[src/rtl/adc_seq_pkg.sv]
package adc_seq_pkg;
  localparam int DATA_W = 8;
  localparam int CH_W   = 3;
  localparam int SLOTS  = 4;
  localparam int ADDR_W = 3;

  // control byte bit positions (software-visible layout)
  localparam int B_FLAG    = 7;
  localparam int B_ONESHOT = 5;
  localparam int B_SINGLE  = 4;
  localparam int B_IE      = 3;

  typedef enum logic [1:0] {
    ST_IDLE  = 2'd0,
    ST_ISSUE = 2'd1,
    ST_WAIT  = 2'd2
  } seq_state_e;
endpackage

[src/rtl/adc_seq_fsm.sv]
module adc_seq_fsm
  import adc_seq_pkg::*;
#(
  parameter int CH_W  = adc_seq_pkg::CH_W,
  parameter int SLOTS = adc_seq_pkg::SLOTS
) (
  input  logic                       clk,
  input  logic                       rst_n,
  input  logic                       restart,
  input  logic                       oneshot,
  input  logic                       single,
  input  logic [CH_W-1:0]            ch_sel,
  input  logic                       conv_done,
  output logic                       conv_start,
  output logic [CH_W-1:0]            conv_ch,
  output logic                       res_we,
  output logic [$clog2(SLOTS)-1:0]   res_idx,
  output logic                       seq_end
);
  localparam int SLOT_W = $clog2(SLOTS);
  localparam logic [SLOT_W-1:0] LAST = SLOT_W'(SLOTS - 1);

  seq_state_e        state_q, state_d;
  logic [SLOT_W-1:0] idx_q, idx_d;

  always_comb begin
    state_d = state_q;
    idx_d   = idx_q;
    res_we  = 1'b0;
    seq_end = 1'b0;
    if (restart) begin
      state_d = ST_ISSUE;
      idx_d   = '0;
    end else begin
      case (state_q)
        ST_ISSUE: state_d = ST_WAIT;
        ST_WAIT: begin
          if (conv_done) begin
            res_we = 1'b1;
            if (idx_q == LAST) begin
              seq_end = 1'b1;
              idx_d   = '0;
              state_d = oneshot ? ST_IDLE : ST_ISSUE;
            end else begin
              idx_d   = idx_q + 1'b1;
              state_d = ST_ISSUE;
            end
          end
        end
        default: state_d = state_q;
      endcase
    end
  end

  always_ff @(posedge clk or negedge rst_n) begin
    if (!rst_n) begin
      state_q <= ST_IDLE;
      idx_q   <= '0;
    end else begin
      state_q <= state_d;
      idx_q   <= idx_d;
    end
  end

  assign conv_start = (state_q == ST_ISSUE);
  assign conv_ch    = single ? ch_sel : {ch_sel[CH_W-1:SLOT_W], idx_q};
  assign res_idx    = idx_q;


  start_pulse_chk: assert property (@(posedge clk) disable iff (!rst_n)
    (conv_start && !restart) |=> !conv_start);


  wait_hold_chk: assert property (@(posedge clk) disable iff (!rst_n)
    (state_q == ST_WAIT && !conv_done && !restart) |=> !conv_start);


  oneshot_stop_chk: assert property (@(posedge clk) disable iff (!rst_n)
    (seq_end && oneshot && !restart) |=> !conv_start);
endmodule

[src/rtl/adc_seq_results.sv]
module adc_seq_results #(
  parameter int DATA_W = adc_seq_pkg::DATA_W,
  parameter int SLOTS  = adc_seq_pkg::SLOTS
) (
  input  logic                       clk,
  input  logic                       rst_n,
  input  logic                       we,
  input  logic [$clog2(SLOTS)-1:0]   idx,
  input  logic [DATA_W-1:0]          din,
  output logic [SLOTS*DATA_W-1:0]    q_flat
);
  localparam int SLOT_W = $clog2(SLOTS);

  for (genvar k = 0; k < SLOTS; k++) begin : g_slot
    logic             en;
    logic [DATA_W-1:0] q;
    assign en = we && (idx == SLOT_W'(k));
    always_ff @(posedge clk or negedge rst_n) begin
      if (!rst_n)  q <= '0;
      else if (en) q <= din;
    end
    assign q_flat[k*DATA_W +: DATA_W] = q;
  end
endmodule

[src/rtl/adc_seq_ctrl.sv]
module adc_seq_ctrl
  import adc_seq_pkg::*;
#(
  parameter int DATA_W = adc_seq_pkg::DATA_W,
  parameter int CH_W   = adc_seq_pkg::CH_W,
  parameter int ADDR_W = adc_seq_pkg::ADDR_W
) (
  input  logic              clk,
  input  logic              rst_n,
  input  logic              bus_wr,
  input  logic [ADDR_W-1:0] bus_addr,
  input  logic [7:0]        bus_wdata,
  output logic [7:0]        bus_rdata,
  output logic              conv_start,
  output logic [CH_W-1:0]   conv_ch,
  input  logic              conv_done,
  input  logic [DATA_W-1:0] conv_data,
  output logic              irq
);
  localparam int SLOT_W = $clog2(SLOTS);

  logic            oneshot_q, single_q, ie_q, flag_q, flag_d;
  logic [CH_W-1:0] ch_q;
  logic            wr_ctrl, res_we, seq_end;
  logic [SLOT_W-1:0]       res_idx;
  logic [SLOTS*DATA_W-1:0] res_flat;
  logic [DATA_W-1:0]       res_sel;
  logic [7:0]              status;
  logic                    unused_wbits;

  assign wr_ctrl      = bus_wr && (bus_addr == '0);
  assign unused_wbits = ^bus_wdata[7:6];

  always_comb begin
    flag_d = flag_q;
    if (wr_ctrl)      flag_d = 1'b0;
    else if (seq_end) flag_d = 1'b1;
  end

  always_ff @(posedge clk or negedge rst_n) begin
    if (!rst_n) begin
      oneshot_q <= 1'b0;
      single_q  <= 1'b0;
      ie_q      <= 1'b0;
      ch_q      <= '0;
      flag_q    <= 1'b0;
    end else begin
      flag_q <= flag_d;
      if (wr_ctrl) begin
        oneshot_q <= bus_wdata[B_ONESHOT];
        single_q  <= bus_wdata[B_SINGLE];
        ie_q      <= bus_wdata[B_IE];
        ch_q      <= bus_wdata[CH_W-1:0];
      end
    end
  end

  adc_seq_fsm #(.CH_W(CH_W), .SLOTS(SLOTS)) u_fsm (
    .clk(clk), .rst_n(rst_n), .restart(wr_ctrl),
    .oneshot(oneshot_q), .single(single_q), .ch_sel(ch_q),
    .conv_done(conv_done), .conv_start(conv_start), .conv_ch(conv_ch),
    .res_we(res_we), .res_idx(res_idx), .seq_end(seq_end)
  );

  adc_seq_results #(.DATA_W(DATA_W), .SLOTS(SLOTS)) u_res (
    .clk(clk), .rst_n(rst_n), .we(res_we), .idx(res_idx),
    .din(conv_data), .q_flat(res_flat)
  );

  always_comb begin
    status           = '0;
    status[B_FLAG]   = flag_q;
    status[B_ONESHOT] = oneshot_q;
    status[B_SINGLE] = single_q;
    status[B_IE]     = ie_q;
    status[CH_W-1:0] = ch_q;
    res_sel = res_flat[bus_addr[SLOT_W-1:0]*DATA_W +: DATA_W];
    if (bus_addr[ADDR_W-1])     bus_rdata = 8'(res_sel);
    else if (bus_addr == '0)    bus_rdata = status;
    else                        bus_rdata = '0;
  end

  assign irq = flag_q && ie_q;


  flag_clear_chk: assert property (@(posedge clk) disable iff (!rst_n)
    wr_ctrl |=> !flag_q);


  flag_rise_chk: assert property (@(posedge clk) disable iff (!rst_n)
    $rose(flag_q) |-> $past(conv_done));
endmodule

[config.mk]
export PLATFORM = sky130hd
export DESIGN_NAME = adc_seq_ctrl
export DESIGN_NICKNAME = d
export VERILOG_FILES = /design/src/rtl/adc_seq_pkg.sv /design/src/rtl/adc_seq_fsm.sv /design/src/rtl/adc_seq_results.sv /design/src/rtl/adc_seq_ctrl.sv
export SDC_FILE = /design/constraint.sdc
export NUM_CORES = 1
export LEC_CHECK = 0
export ABC_AREA = 1
export BUFFER_PORTS_ARGS = -buffer_cell sky130_fd_sc_hd__buf_4
export CORE_MARGIN = 2
export CORE_UTILIZATION = 39
export CTS_CLUSTER_SIZE = 14
export DETAILED_ROUTE_END_ITERATION = 12
export PLACE_DENSITY = 0.54
export SETUP_SLACK_MARGIN = 0.15
export SYNTH_ARGS = -nofsm -noshare
export SYNTH_HDL_FRONTEND = slang
export SYNTH_SLANG_ARGS = --single-unit
[constraint.sdc]
create_clock -name clk -period 1.7 [get_ports clk]
set_input_delay 0.17 -clock clk [delete_from_list [all_inputs] [get_ports clk]]
set_output_delay 0.17 -clock clk [all_outputs]
set_load 0.005 [all_outputs]
# Yosys cells after proc, flatten, opt, wreduce, memory -nomap -nowiden
# Cells that the tools add are included.
dict set report totals {
  reg_bits 43
  inputBits 23
  output_inout_bits 13
  wordCells 54
}
dict set report op_classes {
  n_addsub 1
  eq_ne 6
  n_shift 1
  n_mux 21
  n_reduce_logical 14
}
# cell count
set op_table {}
lappend op_table {{$shiftx A32 B6 Y8} 1}
lappend op_table {{$mux W2} 8}
lappend op_table {{$mux W8} 2}
lappend op_table {{$mux W1} 10}
lappend op_table {{$eq A2 B2 Y1 const B} 3}
lappend op_table {{$logic_and A1 B1 Y1} 6}
lappend op_table {{$reduce_bool A2 Y1} 3}
lappend op_table {{$eq A2 B1 Y1 const B} 2}
lappend op_table {{$pmux W2 S2} 1}
lappend op_table {{$reduce_and A2 Y1} 2}
lappend op_table {{$logic_not A3 Y1} 1}
lappend op_table {{$ne A3 B2 Y1 const B} 1}
lappend op_table {{$reduce_bool A3 Y1} 1}
lappend op_table {{$add A2 B1 Y2 const B} 1}
lappend op_table {{$logic_not A2 Y1} 1}

# Logic depth before layout (Yosys ltp)
dict set report logic_depth {
  depth_word 7
  ltp_mapped 8
  depth_no_buf 8
}

# Hierarchy
# Synthesis repeated with hierarchy kept, for this count alone.
dict set report unflattened {
  cells_unflattened 292
  hier_area_um2 2401.1
}
# module instances cells_per_inst area_each_um2 seq_area_each_um2
set by_module_without_submodules {}
lappend by_module_without_submodules {adc_seq_results 1 143 1436.4 800.8}
lappend by_module_without_submodules {adc_seq_ctrl 1 116 704.4 175.2}
lappend by_module_without_submodules {adc_seq_fsm 1 33 260.2 100.1}

# Worst setup path before layout
# No wires, ideal clock.
dict set report synth_timing {
  path_type {register to register}
  start {register u_fsm.state_q[0]}
  end {register u_res.g_slot[1].q[0]}
  setup_time_ps 118
  arrival_ps 1240
  t_required_ps 1582
  path_slack_ps 342
  path_stages_with_launch 9
  n_path_buf 1
  synth_period_minus_slack_ps 1358
  cell_sequence {dfrtp_1 inv_1 ha_1 nand2_1 inv_1 buf_2 nand3_1 nand2_1 nand2_1}
}
dict set report synth_between {
  elab_chain_cells 4
}
# item line_no
set synth_rtl {}
lappend synth_rtl {{start: declaration} adc_seq_fsm.sv:23} ;# seq_state_e state_q, state_d;
lappend synth_rtl {{start signal: assignment} adc_seq_fsm.sv:60} ;# state_q <= state_d;
lappend synth_rtl {{$eq A2 B2 Y1} adc_seq_fsm.sv:35} ;# case (state_q)
lappend synth_rtl {{$mux W1} adc_seq_fsm.sv:35}
lappend synth_rtl {{$mux W1} adc_seq_fsm.sv:31} ;# if (restart) begin
lappend synth_rtl {{$logic_and A1 B1 Y1} adc_seq_results.sv:17} ;# assign en = we && (idx == SLOT_W'(k));
lappend synth_rtl {{end signal: assignment} adc_seq_results.sv:20} ;# else if (en) q <= din;
lappend synth_rtl {{end: declaration} adc_seq_results.sv:16} ;# logic [DATA_W-1:0] q;
# Every way passes these cells.
# A chain may end at the register's enable or synchronous reset.

# Final worst setup path
dict set report layout_timing {
  start {register u_fsm.state_q[0]}
  end {register u_res.g_slot[2].q[7]}
}
dict set report layout_between {
  elab_chain_cells 4
}
# item line_no
set layout_rtl {}
lappend layout_rtl {{$eq A2 B2 Y1} adc_seq_fsm.sv:35}
lappend layout_rtl {{$mux W1} adc_seq_fsm.sv:35}
lappend layout_rtl {{$mux W1} adc_seq_fsm.sv:31}
lappend layout_rtl {{$logic_and A1 B1 Y1} adc_seq_results.sv:17}
lappend layout_rtl {{end signal: assignment} adc_seq_results.sv:20}
lappend layout_rtl {{end: declaration} adc_seq_results.sv:16}
# Every way passes these cells.

==> flow_summary.yaml <==
cts:
  cts_made_buffers: 5
  post_cts_buffers: 0
  clk_pin_slew_ns: 0.09
  cts.sinks: 43
  htreeDepth: 2
  cts_tree: "built"
  cts_root_buf: "clkbuf_8"
  cts_buffer_depth: 2
  clk_latency_ns: 0.30
global_routing:
  grt_start_max_net_pins: 44
  grt_pass1_vias: 1921
  grt_pass1_wl_um: 9850
  antenna_found_initial: 0
  grt_usage_pct: 19.9
  grt_overflow: 0
finish:
  layout.nets: 365
  fillers: 593
  layout-area-overhead-vs-synth_pct: 21.1
  layout.cells.non_filler: 411
  drive_gt1_share_pct: 19.3
  multi_input_area_um2: 1080
  n_antenna_cell: 0
  seq_area_um2: 1080
yosys:
  yosys.area_share.xor_xnor_pct: 0
  synth_nets: 326
  synth_warnings: 0
  synthSimpleGateAreaFrac_pct: 40.2
  synth_edf_count: 0
  yosys.cell_count.top_type: "nand2_1"
  synthMuxAreaShare_pct: 0
  synth_top_family_by_area: "simple AND/OR/NAND/NOR gates"
  synth_area_leaders: "dfrtp_1 46%, nand2_1 21%, nand4_1 8.6%, nand3_1 7.3%, ha_1 3.8%"
  synth_top_area_share_pct: 46.3
  ys_ff_latch: 43
  yosysTopAreaCell: "dfrtp_1"
  synth_compound_area_share_pct: 1.94
  async_reset_ff_share_pct: 100
  synth-seq-area-share_pct: 46.3
  synth.cell_area_um2: 2320
  synth_cell_types: 19
  synth_common_cells: "130 x nand2_1, 43 x dfrtp_1, 34 x nand3_1"
  synthCells: 296
  syn_area_per_cell_um2: 7.85
  synthFlopType: "dfrtp_1"
  synth_fa_ha_area_share_pct: 3.77
timing:
  setup_slack_ns: 0.284
  fin_crit_sh_pct: 83.3
  slew_viol_final: 0
  skew_ns: 0.0121
  setup_violations: 0
  relSlewSlack_pct: 62.3
  final-hold-violation-count: 0
  fmax_ghz: 0.706
  rsz0062_at_grt: "false"
  period_needed_ns: 1.42
  tightest_slew_ns: 0.565
  setup_tns_ns: 0
worst_setup_path:
  cp-end-kind: "register"
  worst_setup_path_start_kind: "register"
  worstPathRequired_ns: 1.89
  crit_fanout: 5
  criticalPathCategory: "reg2reg"
  arrival_ns: 1.60
drt:
  drt_iter0_drc: 162
  antenna_left: 0
  via_count: 2081
  dr.pass1.iters: 4
  vias_per_cell: 5.06
  wirelength_um: 6070
  drc_errors: 0
  wl_per_cell_um: 14.8
status:
  status: "finished clean"
floorplan:
  fp.dieW_um: 81.2
  die_area_um2: 6590
  num_rows: 28
  core_area_um2: 5850
  io_pins: 36
  start_util_pct: 39.7
  die_h_um: 81.2
worst_hold_path:
  hold_path_class: "in2reg"
pwr:
  p_per_area_nw_per_um2: 1470
  p_leak_nw: 1.49
  vdd_drop_max_v: 0.000700
  p_total_mw: 4.14
place:
  globalplace.congestion: 0.763
  io_buffer_count: 33
  hpwl_um: 4230
  place_ws_ns: 0.135
  placedCellCount: 401
flow_run:
  cap_violations: 0
worst max-delay path, cell delays in order (launching register included):
cell	delay, ns
dfrtp_1	0.38
inv_1	0.07
ha_1	0.22
nand2_2	0.15
clkinvlp_4	0.17
buf_4	0.18
nand4_1	0.09
nand2_1	0.06
final cells by class:
class,count,share of cell area (%)
timing repair inverter,1,0.267
timing repair buffer,50,13.4
sequential,43,38.3
inverter,12,1.69
clock inverter,2,2.14
multi-input combinational,222,38.3
tap,75,3.34
clock buffer,6,2.58
stage by stage:
stage	utilization, %	hold WS (ns)	instance area (um^2)
2_1_floorplan	-	-0.126	2320
3_3_place_gp	45.3	0.206	2650
3_5_place_dp	45.3	0.204	2650
4_1_cts	47.9	0.0567	2800
5_1_grt	48.1	0.0562	2810
6_report	48.1	0.0553	2810
cell usage in the layout, fill, tap and decap left out, types with 5 or more instances in the layout:
master	instances
nand4_1	32
buf_4	49
dfrtp_1	43
nand2_1	129
inv_1	8
ha_1	7
nand3_1	34
clkbuf_8	5
nor2_1	6
o21ai_0	7
timing repair:
item	in CTS	in global routing
gates resized for setup	2	2
hold buffers	1	0
gates cloned	0	1
endpoints found under the setup margin	13	11
endpoints found under the hold margin	43	0
per-layer routing:
layer | vias to the layer above | global-route usage [%] | share of wire [%]
met5 | - | 0 | 0
met4 | 0 | 5.08 | 0.99
met3 | 6 | 3.33 | 4.7
met2 | 42 | 32.1 | 48
met1 | 980 | 27.7 | 46
li1 | 1053 | - | -
report_power, final:
part / internal (mW) / leakage, nW / total, mW / switching [mW]
clock network: 0.588 / 0.0654 / 0.960 / 0.372
logic: 0.618 / 0.882 / 1.46 / 0.847
registers: 1.45 / 0.546 / 1.71 / 0.263
logic make-up after synthesis:
| kind of cell | count (synthesis) |
|---|---|
| simple gates | 206 |
| compound gates | 9 |
| buf+inv | 31 |
| flops | 43 |
| fa+ha+maj | 7 |
state kept, by name, summed over array words and instances, names as in the netlist:
register,flops
oneshot_q,1
ch_q,3
flag_q,1
u_res.g_slot.q,32
u_fsm.res_idx,2
ie_q,1
single_q,1
u_fsm.state_q,2
worst paths after layout:
kind	from	end	slack [ns]	depth (start not counted)
worst max-delay path	u_fsm.state_q[0]	u_res.g_slot[2].q[7]	0.28	7
worst min-delay path	bus_wdata[5]	oneshot_q	0.06	3
worst max register to register	u_fsm.state_q[0]	u_res.g_slot[2].q[7]	0.28	7
worst min register to register	u_res.g_slot[0].q[0]	u_res.g_slot[0].q[0]	0.47	2
max in group asynchronous	rst_n	ch_q[2]	0.91	2
min in group asynchronous	rst_n	u_res.g_slot[1].q[6]	0.41	2
Note: power is estimated with default switching activity, not from simulation.
